<file path="src/rtl/sau_reg_bank.sv">
module sau_reg_bank #(
  parameter int unsigned NUM_REGIONS = 8,
  parameter int unsigned OFF_W       = 10
) (
  input  logic             clk,
  input  logic             rst_n,
  input  logic             bus_rd,
  input  logic             bus_wr,
  input  logic [OFF_W-1:0] bus_off,
  input  logic [31:0]      bus_wdata,
  input  logic             bus_secure,
  output logic [31:0]      bus_rdata,
  output logic             bad_offset,
  output logic             region_changed,
  output logic             sel_error
);

  localparam int unsigned SEL_W = 8;
  localparam int unsigned IDX_W = (NUM_REGIONS > 1) ? $clog2(NUM_REGIONS) : 1;
  localparam logic [OFF_W-1:0] OFF_CTRL  = OFF_W'(10'h374);
  localparam logic [OFF_W-1:0] OFF_TYPE  = OFF_W'(10'h375);
  localparam logic [OFF_W-1:0] OFF_SEL   = OFF_W'(10'h376);
  localparam logic [OFF_W-1:0] OFF_BASE  = OFF_W'(10'h377);
  localparam logic [OFF_W-1:0] OFF_LIMIT = OFF_W'(10'h378);
  localparam logic [31:0] BASE_KEEP  = 32'hFFFF_FFE0;
  localparam logic [31:0] LIMIT_KEEP = 32'hFFFF_FFE3;
  localparam logic [31:0] TYPE_VAL   = 32'(NUM_REGIONS & 8'hFF);

  logic hit_ctrl, hit_type, hit_sel, hit_base, hit_limit, known;
  logic sec_wr, sec_rd, sel_ok, wdata_ok;
  logic [1:0]       ctrl_q;
  logic [SEL_W-1:0] sel_q;
  logic [31:0]      cur_base, cur_limit;

  assign hit_ctrl  = bus_off == OFF_CTRL;
  assign hit_type  = bus_off == OFF_TYPE;
  assign hit_sel   = bus_off == OFF_SEL;
  assign hit_base  = bus_off == OFF_BASE;
  assign hit_limit = bus_off == OFF_LIMIT;
  assign known     = hit_ctrl | hit_type | hit_sel | hit_base | hit_limit;

  assign sec_wr   = bus_wr & bus_secure;
  assign sec_rd   = bus_rd & bus_secure;
  assign sel_ok   = 32'(sel_q) < NUM_REGIONS;
  assign wdata_ok = bus_wdata < NUM_REGIONS;

  always_ff @(posedge clk) begin
    if (!rst_n) begin
      ctrl_q         <= '0;
      sel_q          <= '0;
      region_changed <= 1'b0;
      sel_error      <= 1'b0;
    end else begin
      if (sec_wr && hit_ctrl) ctrl_q <= bus_wdata[1:0];
      if (sec_wr && hit_sel && wdata_ok) sel_q <= bus_wdata[SEL_W-1:0];
      region_changed <= sec_wr & (hit_base | hit_limit) & sel_ok;
      sel_error      <= sec_wr & hit_sel & ~wdata_ok;
    end
  end

  generate
    if (NUM_REGIONS > 0) begin : g_store
      logic [31:0] base_q  [NUM_REGIONS];
      logic [31:0] limit_q [NUM_REGIONS];
      logic [IDX_W-1:0] idx;
      assign idx = sel_q[IDX_W-1:0];

      always_ff @(posedge clk) begin
        if (!rst_n) begin
          for (int i = 0; i < int'(NUM_REGIONS); i++) begin
            base_q[i]  <= '0;
            limit_q[i] <= '0;
          end
        end else if (sec_wr && sel_ok) begin
          if (hit_base)  base_q[idx]  <= bus_wdata & BASE_KEEP;
          if (hit_limit) limit_q[idx] <= bus_wdata & LIMIT_KEEP;
        end
      end

      assign cur_base  = sel_ok ? base_q[idx]  : '0;
      assign cur_limit = sel_ok ? limit_q[idx] : '0;
    end else begin : g_empty
      assign cur_base  = '0;
      assign cur_limit = '0;
    end
  endgenerate

  always_comb begin
    bus_rdata = '0;
    if (sec_rd) begin
      if (hit_ctrl)       bus_rdata = {30'b0, ctrl_q};
      else if (hit_type)  bus_rdata = TYPE_VAL;
      else if (hit_sel)   bus_rdata = 32'(sel_q);
      else if (hit_base)  bus_rdata = cur_base;
      else if (hit_limit) bus_rdata = cur_limit;
    end
  end

  assign bad_offset = (bus_rd | bus_wr) & ~known;

  p_ns_rd_zero_r2: assert property (@(posedge clk) disable iff (!rst_n)
    (bus_rd && !bus_secure) |-> bus_rdata == 32'b0);

  p_ns_wr_hold_r2: assert property (@(posedge clk) disable iff (!rst_n)
    (bus_wr && !bus_secure) |=> ($stable(ctrl_q) && $stable(sel_q) && !region_changed && !sel_error));

  p_ctrl_hi_zero_r3: assert property (@(posedge clk) disable iff (!rst_n)
    (sec_rd && bus_off == OFF_CTRL) |-> bus_rdata[31:2] == 30'b0);

  p_type_value_r4: assert property (@(posedge clk) disable iff (!rst_n)
    (sec_rd && bus_off == OFF_TYPE) |-> bus_rdata == NUM_REGIONS);

  p_sel_reject_r5: assert property (@(posedge clk) disable iff (!rst_n)
    (bus_wr && bus_secure && bus_off == OFF_SEL && bus_wdata >= NUM_REGIONS) |=> ($stable(sel_q) && sel_error));

  p_sel_range_r5: assert property (@(posedge clk) disable iff (!rst_n)
    (32'(sel_q) < NUM_REGIONS) || (sel_q == '0));

  p_base_low_r7: assert property (@(posedge clk) disable iff (!rst_n)
    (sec_rd && bus_off == OFF_BASE) |-> bus_rdata[4:0] == 5'b0);

  p_limit_mid_r7: assert property (@(posedge clk) disable iff (!rst_n)
    (sec_rd && bus_off == OFF_LIMIT) |-> bus_rdata[4:2] == 3'b0);

  p_chg_cause_r9: assert property (@(posedge clk) disable iff (!rst_n)
    region_changed |-> $past(bus_wr && bus_secure && (bus_off == OFF_BASE || bus_off == OFF_LIMIT)));

  p_bad_zero_r10: assert property (@(posedge clk) disable iff (!rst_n)
    bad_offset |-> bus_rdata == 32'b0);

endmodule

</file>
<file path="config.mk">
export PLATFORM = sky130hd
export DESIGN_NAME = sau_reg_bank
export DESIGN_NICKNAME = d
export VERILOG_FILES = /design/src/rtl/sau_reg_bank.sv
export SDC_FILE = /design/constraint.sdc
export NUM_CORES = 1
export LEC_CHECK = 0
export ABC_CLOCK_PERIOD_IN_PS = 11100
export CELL_PAD_IN_SITES_DETAIL_PLACEMENT = 1
export CELL_PAD_IN_SITES_GLOBAL_PLACEMENT = 1
export CORE_MARGIN = 10
export CORE_UTILIZATION = 56
export DETAILED_ROUTE_END_ITERATION = 12
export PLACE_DENSITY_LB_ADDON = 0.1
export SYNTH_ARGS = -nofsm -noshare
export SYNTH_HDL_FRONTEND = slang
export SYNTH_SLANG_ARGS = --single-unit
</file>
<file path="constraint.sdc">
create_clock -name clk -period 11.1 [get_ports clk]
set_clock_uncertainty 0.15 [all_clocks]
set_input_delay 1.665 -clock clk [delete_from_list [all_inputs] [get_ports clk]]
set_output_delay 1.665 -clock clk [all_outputs]
set_load 0.03 [all_outputs]
</file>
### Word level (Yosys, flattened, before mapping)

Memory sizes are Yosys's and may differ from the RTL's. A register that Yosys moved wholly into a read port is not among the register bits.
Index checks and enable logic that the tools add are counted.

| cells by class | value |
|---|---|
| $add $sub $neg | 0 |
| reductions and logical operators | 6 |
| shift-type cells | 0 |
| div/mod/pow operators | 0 |
| $lt $le $gt $ge | 2 |
| mux-type cells | 27 |
| equality and inequality tests | 5 |
| multiply operators | 0 |
| bitwise operators | 15 |

Operators by type and width:

| operator | number |
|---|---|
| $mux 32 | 8 |
| $eq 10x10->1 const B | 5 |
| $lt 32x4->1 const B | 1 |
| $mux 29 | 1 |
| $reduce_or 29->1 | 1 |
| $mux 27 | 1 |
| $reduce_or 27->1 | 1 |
| $mux 3 | 6 |
| $mux 1 | 11 |
| $lt 8x4->1 const B | 1 |
| $and 1x1->1 | 7 |
| $or 1x1->1 | 6 |
| $logic_and 1x1->1 | 4 |
| $not 1->1 | 2 |

| word-level totals | value |
|---|---|
| input port bits | 47 |
| latch bits | 0 |
| ROM bits | 0 |
| RAM bits | 448 |
| bits in registers | 12 |
| word-level logic and storage cells | 61 |
| output and inout port bits | 35 |
| memories | 2 |

Memories:

| memory | depth | width | rd ports | clocked after Yosys merged registers in | wr ports | RTL line | RTL |
|---|---|---|---|---|---|---|---|
| g_store.limit_q | 8 | 29 | 1 | 1 | 8 | 64 | `logic [31:0] limit_q [NUM_REGIONS];` |
| g_store.base_q | 8 | 27 | 1 | 1 | 8 | 63 | `logic [31:0] base_q [NUM_REGIONS];` |

### Logic depth before layout (Yosys ltp)

Gate-level depths: netlist of run 1.

| logic depth | value |
|---|---|
| depth after elaboration | 8 |
| mapped depth | 7 |

### Worst setup path before layout of run 1

Ideal clock, no wire load.

| timing | value |
|---|---|
| path type | input port to flip-flop |
| from | input port bus_off[0] |
| to | memory g_store.limit_q[4][0] (netlist name) (enable) |
| stages on the path | 5 |
| setup slack | 5678 ps |
| data arrival time | 4816 ps |
| path buffers | 2 |
| library setup time | 455 ps |
| data required time | 10495 ps |
| cells stage by stage | clkbuf_1 > nor4b_2 > nand4b_1 > clkbuf_1 > o21ai_0 |

RTL lines:

| item | RTL line | RTL |
|---|---|---|
| start: declaration | 9 | `input logic [OFF_W-1:0] bus_off,` |
| end: declaration | 64 |  |

### Worst setup path in the final report of run 1

| timing | value |
|---|---|
| from | input port bus_off[1] |
| to | output port bus_rdata[19] |

| on the way | value |
|---|---|
| longest elaborated chain between the ends | 7 |
| elaborated cells on any way between the ends | 11 |
| classes of those cells | 5 x eq/ne; 6 x mux |

Ends and longest elaborated chain:

| item | RTL line | RTL |
|---|---|---|
| $eq 10x10->1 | 39 | `assign hit_limit = bus_off == OFF_LIMIT;` |
| $mux 32 | 95 | `else if (hit_limit) bus_rdata = cur_limit;` |
| $mux 32 | 94 | `else if (hit_base) bus_rdata = cur_base;` |
| $mux 32 | 93 | `else if (hit_sel) bus_rdata = 32'(sel_q);` |
| $mux 32 | 92 | `else if (hit_type) bus_rdata = TYPE_VAL;` |
| $mux 32 (*) | 91 | `if (hit_ctrl) bus_rdata = {30'b0, ctrl_q};` |
| $mux 32 (*) | 90 | `if (sec_rd) begin` |
| end: declaration | 12 | `output logic [31:0] bus_rdata,` |

Mark *: on every way between the ends. The rest lies on a longest branch, timed or not.

==> results of run 1 <==
==> per-stage QoR <==
step / power, mW / setup WS (ps) / hold WS, ps
after floorplan: 2.10 / 5680 / 266
after global placement: 2.18 / 4200 / 294
after detailed placement: 2.18 / 4010 / 303
after CTS: 3.67 / 3990 / 314
after global routing: 3.74 / 3680 / 346
final: 3.66 / 3880 / 317
==> state kept, by name (all words and copies together) (netlist names), named ones only <==
register / count
sel_error: 1
region_changed: 1
g_store.base_q: 216
ctrl_q: 2
sel_q: 8
g_store.limit_q: 232
==> layout make-up <==
cell class                 instances  area (um^2)
sequential                       463        13800
fill                            3326        13200
multi-input combinational        760         6410
clock buffer                      67         1340
timing repair buffer             114         1050
tap                              468          586
inverter                          38          143
clock inverter                    14         70.1
==> routing by layer <==
layer  vias to the layer above  wire (um)  GRT usage, %
li1                       5628          -             -
met1                      6875      25300          39.1
met2                       705      29900          44.4
met3                       115       6520          7.30
met4                         4       1960          10.2
met5                         -         23             0
==> kinds of logic (layout without fill, tap and decap cells) <==
kind of cell | count (synthesis) | after routing | share of synthesized area, %
and+or+nand+nor | 522 | 522 | 12.8
DFF | 463 | 463 | 66.2
buffers and inverters | 207 | 233 | 3.98
muxes | 178 | 178 | 15.1
AOI/OAI and AO/OA | 60 | 60 | 1.87
==> Yosys cell counts, types with 2 or more instances <==
library cell	count
sky130_fd_sc_hd__mux2i_1	66
sky130_fd_sc_hd__nand2b_1	5
sky130_fd_sc_hd__or2_2	2
sky130_fd_sc_hd__o211a_1	2
sky130_fd_sc_hd__inv_1	36
sky130_fd_sc_hd__nor4_1	9
sky130_fd_sc_hd__o221a_2	4
sky130_fd_sc_hd__clkbuf_1	121
sky130_fd_sc_hd__mux2_2	3
sky130_fd_sc_hd__nand3_1	6
sky130_fd_sc_hd__a21oi_1	5
sky130_fd_sc_hd__buf_1	7
sky130_fd_sc_hd__dfxtp_1	15
sky130_fd_sc_hd__edfxtp_1	448
sky130_fd_sc_hd__mux4_2	109
sky130_fd_sc_hd__nand2_1	13
sky130_fd_sc_hd__clkinv_1	2
sky130_fd_sc_hd__nand4b_1	3
sky130_fd_sc_hd__nand4_1	9
sky130_fd_sc_hd__o22ai_1	24
sky130_fd_sc_hd__buf_2	41
sky130_fd_sc_hd__nor3_1	452
sky130_fd_sc_hd__and2_1	3
sky130_fd_sc_hd__o21ai_0	19
sky130_fd_sc_hd__nor2_1	12
sky130_fd_sc_hd__and3_1	2
==> report_power, final <==
group	switching [mW]	internal, mW
Clock	0.674	0.835
Combinational	0.114	0.0431
Sequential	0.0192	1.97
Total	0.808	2.85
==> worst max-delay path: stages <==
cell                              delay (ps)
sky130_fd_sc_hd__clkdlybuf4s50_1         680
sky130_fd_sc_hd__nor4b_2                 760
sky130_fd_sc_hd__nand3_1                1030
sky130_fd_sc_hd__o22ai_1                 500
sky130_fd_sc_hd__clkdlybuf4s50_1         760
==> cell usage in the layout (no fill, tap or decap), types with 2 or more instances in the layout <==
cell type,n
sky130_fd_sc_hd__nand2_1,12
sky130_fd_sc_hd__a21oi_1,5
sky130_fd_sc_hd__dfxtp_1,12
sky130_fd_sc_hd__o22ai_1,24
sky130_fd_sc_hd__dfxtp_4,3
sky130_fd_sc_hd__o21ai_4,16
sky130_fd_sc_hd__nor4_1,9
sky130_fd_sc_hd__o211a_1,2
sky130_fd_sc_hd__mux2i_1,66
sky130_fd_sc_hd__nor3_1,452
sky130_fd_sc_hd__and3_1,2
sky130_fd_sc_hd__edfxtp_1,448
sky130_fd_sc_hd__mux2_2,3
sky130_fd_sc_hd__clkinv_2,4
sky130_fd_sc_hd__nand3_1,6
sky130_fd_sc_hd__nand2b_1,3
sky130_fd_sc_hd__mux4_2,109
sky130_fd_sc_hd__nor2_1,12
sky130_fd_sc_hd__nand4b_1,3
sky130_fd_sc_hd__buf_4,33
sky130_fd_sc_hd__o21ai_0,3
sky130_fd_sc_hd__nand2b_4,2
sky130_fd_sc_hd__inv_1,36
sky130_fd_sc_hd__clkinv_1,10
sky130_fd_sc_hd__o221a_2,4
sky130_fd_sc_hd__clkdlybuf4s50_1,80
sky130_fd_sc_hd__and2_1,3
sky130_fd_sc_hd__clkbuf_16,51
sky130_fd_sc_hd__nand4_1,9
sky130_fd_sc_hd__clkbuf_1,16
==> worst paths after layout <==
kind | from | slack, ps | end
max | bus_off[1] | 3880 | bus_rdata[19]
min | sel_q[4] | 320 | sel_q[4]
max reg2reg | sel_q[3] | 6800 | g_store.base_q[3][19]
min reg2reg | sel_q[4] | 320 | sel_q[4]
==> results.md, run 1 <==
- After synthesis the cells add up to ~21000 um^2.
- Row generation in the floorplan step produced 70 rows.
- The overall die width is around 210 um.
- The count of instances resized after the clock tree is built is 0.
- Synthesis inferred ~460 register bits.
- The buffers inserted during post-CTS setup optimization is 0.
- Summing the sequential cell areas from Yosys gives between 60% and 70% of the chip area.
- Once detailed placement completed, the half-perimeter wirelength came to about 37 mm.
- The total area inside the core boundary comes to ~37000 um^2.
- The remaining routing DRC violations is 0.
- The number of nets handed over by synthesis was around 1500.
- The number of antenna diodes in the final layout is 0.
- Compared with the post-synthesis result, the final layout area differs by 12.4%.
- The endpoint required time on the critical path is 9290 ps.
- The number of endpoints failing setup at the final stage is 0.
- The number of antenna violations at the first check in global routing is 2.
- The number of global-route vias before repair is ~14000.
- The post-layout instance count excluding filler cells is 1924.
- The number of top-level pins is 82.
- The critical path is of the in2out type.
- The first-pass detailed-route iteration total is 6.
- The H-tree depth reported by CTS is 2.
- Counting flops with a built-in enable in the synthesized netlist gives between 400 and 500.
- Counting every sink on the clock net gives ~460.
- The wire length of the first global-routing pass is between 90 and 100 mm.
- Including well taps, the total number of placed cells is 1843.
- Counting cells, the worst reg-to-reg path comes to 6.
- From bottom edge to top edge, the die measures approximately 210 um.
- Dividing the final minimum period by the clock period gives between 60% and 70%.
- The most used flip-flop cell after synthesis is sky130_fd_sc_hd__edfxtp_1.
- The global placer's final weighted congestion is ~0.86.
- The aggregate global routing overflow is 0.
- The fmax is 139 MHz.
- The clock reaches the later pin of the worst-skew pair after slightly below 600 ps.
- For the final routed database, the setup TNS stands at 0 ps.
- Entering global routing, the biggest net connects 81 pins.
- The arrival time at the worst endpoint is approximately 5400 ps.
- The flow ran to the end, and the final reports show no timing, DRC or antenna violations.
- Of the post-synthesis cell area, the dominant cell type holds roughly 65%.
- The floorplan step defined a die boundary enclosing roughly 45000 um^2.
- Yosys attributes the largest share of cell area to sky130_fd_sc_hd__edfxtp_1 65%, sky130_fd_sc_hd__mux4_2 12%, sky130_fd_sc_hd__nor3_1 11%.
- The instance area at placement is between 20000 and 25000 um^2.
- The number of hold violations in the final report is 0.
- Across every metal layer, demand over resource in global routing totals 28.8%.
- TritonCTS built the clock tree.
- For this design the ratio of total power to cell area is ~160 nW/um^2.
- The remaining antenna violation count after routing is 0.
- The buffer depth of the longest clock path is 3.
- The maximum fanout count along the critical path is 24.
- The detailed router finished its first iteration with around 1500 violations.
- The number of nets in the layout is approximately 1500.
- CTS placed an instance of sky130_fd_sc_hd__clkbuf_16 at the clock tree root.
- The leakage power of the design is 7.02 nW.
- The class of the tightest hold or removal check is reg2reg.
- The mean cell area of the mapped netlist is around 15 um^2.
- Setup repair after global routing left no endpoint under its margin.
- Headroom to the max-slew limit came out at roughly a fifth.
- Synthesis produced a netlist whose cell count is 1430.
- The number of violations of the max-capacitance limit is 0.
- For the pin with the worst max-slew slack, the measured transition is approximately 1200 ps.
- The total of hold buffers inserted after clock tree synthesis is 0.
- The worst setup path is captured at a primary output.
- Yosys mapped the design onto 38 distinct sky130hd cell types.
- The count of pins over their slew limit was 0.
- The layout cell share with drive strength beyond 1 is 16.0%.
- The average vias per placed instance is 6.93.
- The number of buffers added by the clock tree synthesis step is 49.
- The count of input and output buffers is a little over 80.
- The worst setup path is launched from a primary input.
- The total number of vias is between 10000 and 15000.
- The worst supply voltage drop on vdd is approximately 120 uV.
- The initial utilization of the core area, before any placement, comes to a little under three fifths.
- The worst path needs 7220 ps of the cycle, external delays included.
- The number of cells on the worst hold path is 2.
- The final standard cell area without fillers is 23400 um^2.
- Clock-pin slew was measured on the worst setup and hold paths at around 60 ps.
- The count of warnings emitted by yosys is 0.
- The post-synthesis cell type with the largest combined area is sky130_fd_sc_hd__edfxtp_1.
- After detailed routing, the average wire length per cell comes to around 33 um.
- Measured on the finished design, the core utilization comes to roughly 64%.
- The fraction of synthesis flops using an asynchronous set or reset pin is 0%.
- The detailed-route wire length is about 64 mm.
No activity file was read; power rests on OpenSTA's default activity.
==> run 2, diff against run 1 <==
--- a/config.mk
+++ b/config.mk
@@ -5,11 +5,11 @@
 export SDC_FILE = /design/constraint.sdc
 export NUM_CORES = 1
 export LEC_CHECK = 0
-export ABC_CLOCK_PERIOD_IN_PS = 11100
+export ABC_CLOCK_PERIOD_IN_PS = 7000
 export CELL_PAD_IN_SITES_DETAIL_PLACEMENT = 1
 export CELL_PAD_IN_SITES_GLOBAL_PLACEMENT = 1
 export CORE_MARGIN = 10
-export CORE_UTILIZATION = 56
+export CORE_UTILIZATION = 52
 export DETAILED_ROUTE_END_ITERATION = 12
 export PLACE_DENSITY_LB_ADDON = 0.1
 export SYNTH_ARGS = -nofsm -noshare
==> constraint.sdc (replaced) <==
create_clock -name clk -period 7 [get_ports clk]
set_clock_uncertainty 0.15 [all_clocks]
set_input_delay 1.05 -clock clk [delete_from_list [all_inputs] [get_ports clk]]
set_output_delay 1.05 -clock clk [all_outputs]
set_load 0.03 [all_outputs]
==> results.md, run 2 (synthesized netlist as in run 1, its figures left out) <==
- The global-route track usage on met2 came to 41.2% (-3.2 points).
- The floorplan die height came to 220 um (+3.4%).
- The worst hold path belongs to the class reg2reg.
- Leaving out fill and tap cells, the most frequent cell in the layout is sky130_fd_sc_hd__nor3_1.
- The buffers inserted during post-CTS setup optimization came to 0 (unchanged).
- The count of pins over their slew limit was 0 (unchanged).
- Timing would allow up to ~170 MHz.
- The area of the core is 39600 um^2 (+8.3%).
- The critical path is of the in2out type.
- The total clock sinks is 463 (unchanged).
- The buffer depth of the longest clock path was 3 (unchanged).
- The clock tree from TritonCTS is done.
- The overall track demand over capacity in global routing came to 25.8% (-3.0 points).
- The average detailed-routed wire length per instance is 30.7 um (-7.3%).
- The instance area at placement is 22100 um^2 (+0.53%).
- The H-tree depth reported by CTS is 2 (unchanged).
- The detailed-route wire length is 61.2 mm (-3.9%).
- The fraction of power consumed by combinational cells is 4.1% (-0.2 points).
- The slowest stage of the critical path belongs to the cell sky130_fd_sc_hd__nand3_1.
- The total chip power is 6.01 mW (+64%).
- The summed negative setup slack over all endpoints is 0 ps (unchanged).
- The share of total power consumed by net switching came to 21.7% (-0.41 points).
- The number of violations of the max-capacitance limit came to 0 (unchanged).
- The wire length of the first global-routing pass is 92.4 mm (-2.6%).
- The nature of the critical path startpoint is a primary input.
- The power share of the sequential group is 52.5% (-2.0 points).
- The number of buffer and inverter stages on the critical path came to 2 (unchanged).
- The number of top-level pins was 82 (unchanged).
- The final critical path time including I/O delays and setup is between 5000 and 6000 ps.
- The cell that appears most often on the critical path is sky130_fd_sc_hd__clkdlybuf4s50_1.
- The top cell types in the final layout, fill and taps aside, are 452 x sky130_fd_sc_hd__nor3_1, 448 x sky130_fd_sc_hd__edfxtp_1, 109 x sky130_fd_sc_hd__mux4_2.
- The aggregate global routing overflow is 0 (unchanged).
- The number of endpoints failing setup at the final stage is 0 (unchanged).
- The internal power summed over all cells is 4.71 mW (+65%).
- The remaining antenna violation count after routing is 0 (unchanged).
- The number of antenna cells inserted is 0 (unchanged).
- The number of hold violations in the final report is 0 (unchanged).
- The clock-pin transition on the worst setup and hold timing paths was 60 ps (about the same).
- The detailed placer's ending HPWL was 35.2 mm (-4.6%).
- The number of DRC violations after detailed-routing iteration 0 was 1399 (-4.1%).
- The effective utilization at floorplan is 52.4% (-4.3 points).
- The final standard cell area without fillers is 23700 um^2 (+1.3%).
- The count of input and output buffers was 81 (unchanged).
- The global placer's final weighted congestion was 0.872 (+1.1%).
- The total power density per cell area is 254 nW/um^2 (+62%).
- The remaining routing DRC violations is 0 (unchanged).
- The busiest layer in global routing is met2.
- The arrival time at the worst endpoint came to 4650 ps (-750 ps).
- The total number of vias is 13213 (-0.86%).
- The average vias per placed instance is 6.63 (-4.3%).
- The number of fill cells is 3679 (+11%).
- The capturing element type of the critical path is a primary output.
- The count of instances resized after the clock tree is built is 0 (unchanged).
- The number of rows in the core area is 73 (+4.3%).
- The number of global-route vias before repair is 13883 (-1.9%).
- The maximum fanout count along the critical path is 24 (unchanged).
- The number of antenna violations at the first check in global routing came to 1 (-1).
- The cell at the root of the clock tree is sky130_fd_sc_hd__clkbuf_16.
- The final core utilization is 59.7% (-4.1 points).
- The largest registers in the layout are g_store.limit_q (232), g_store.base_q (216), sel_q (8).
- The layout cell share with drive strength beyond 1 is 16.7% (+0.68 points).
- The pin count of the biggest net entering global routing is 121 (+49%).
- The first-pass detailed-route iteration total is 5 (-1).
- The area overhead of the layout relative to synthesis is 13.8%.
- The number of buffers added by the clock tree synthesis step is 50 (+2.0%).
- The clock latency of the later-clocked register in the worst-skew pair came to 600 ps (about the same).
- The flip-flop count of the largest register, all copies and words added came to 232 (unchanged).
- The stage delay of the slowest cell on the critical path came to 1000 ps (-30 ps).
- The switching power summed over all nets came to 1.30 mW (+61%).
- The die area came to 48400 um^2 (+7.0%).
- Grouping stages by cell kind, the critical path spends the most delay in simple AND/OR/NAND/NOR gates.
- The total of hold buffers inserted after clock tree synthesis is 0 (unchanged).
- The global routing met1 resource utilization is 36.1% (-3.0 points).
- The endpoint required time on the critical path is 5800 ps (-3490 ps).
- The worst supply voltage drop on vdd is 206 uV (+67%).
- The run finished with clean final reports.
- Setup repair after global routing left no endpoint under its margin.
- The signal on the critical path passes through clkdlybuf4s50_1 > nor4b_2 > nand3_1 > o22ai_1 > clkdlybuf4s50_1.
- The headroom to the max-slew limit is 20.5% (+0.75 points).
- The final critical-path share of the clock period is between 80 and 90%.
- The number of nets in the layout is 1475 (+0.14%).
- The overall die width is 220 um (+3.4%).
- The top register by number of flip-flops is g_store.limit_q.
- The routing usage on met3 is 4.17% (-3.1 points).
- The measured slew at the worst slew-check pin is 1190 ps (-11.2 ps).
- The leakage power of the design is 7.13 nW (+1.6%).
- The share of total power in the clock network is 43.4% (+2.2 points).
==> run 2: worst min-delay path, delay by kind of cell (launching register included) <==
kind                   cells  cell delay, ps
buffers and inverters      1              50
flip-flops                 1             320
AND/OR/NAND/NOR            1              30
==> run 2: path summary, 6_finish.rpt <==
kind         slack (ps)  depth (start not counted)       start              endpoint
min                 300                          2    sel_q[5]              sel_q[5]
max reg2reg        2910                          5    sel_q[3]  g_store.base_q[2][3]
min reg2reg         300                          2    sel_q[5]              sel_q[5]
max                1150                          5  bus_off[1]         bus_rdata[12]
==> run 2: cell type report <==
cell class,count,area [um^2],share of cell area (%)
flip-flops and latches,463,13800,58.2
multi-input cells,760,6410,27.1
clock buffers,72,1370,5.80
repair buffers,115,1100,4.64
well taps,525,657,2.78
clock inverters,21,219,0.925
inverters,38,143,0.603
==> run 2: routing by layer <==
layer,part of all wire [%],vias up
met5,0,-
met4,2.1,0
met3,6.8,77
met2,49,494
met1,42,6984
li1,-,5658
==> run 2: metrics by stage <==
step           instances  worst slack (ps)  hold WS, ps
3_5_place_dp        1901              1300          288
2_1_floorplan       1430              2190          266
6_report            1994              1150          304
4_1_cts             1994              1240          297
5_1_grt             1994               971          310
3_3_place_gp        1901              1460          290
==> run 2: power by group through the flow <==
stage | clock network (mW) | logic (mW) | registers, mW
floorplan | 0 | 0.116 | 3.21
global placement | 0 | 0.243 | 3.21
detailed placement | 0 | 0.244 | 3.22
CTS | 2.64 | 0.245 | 3.16
global route | 2.75 | 0.258 | 3.17
finish | 2.61 | 0.245 | 3.16
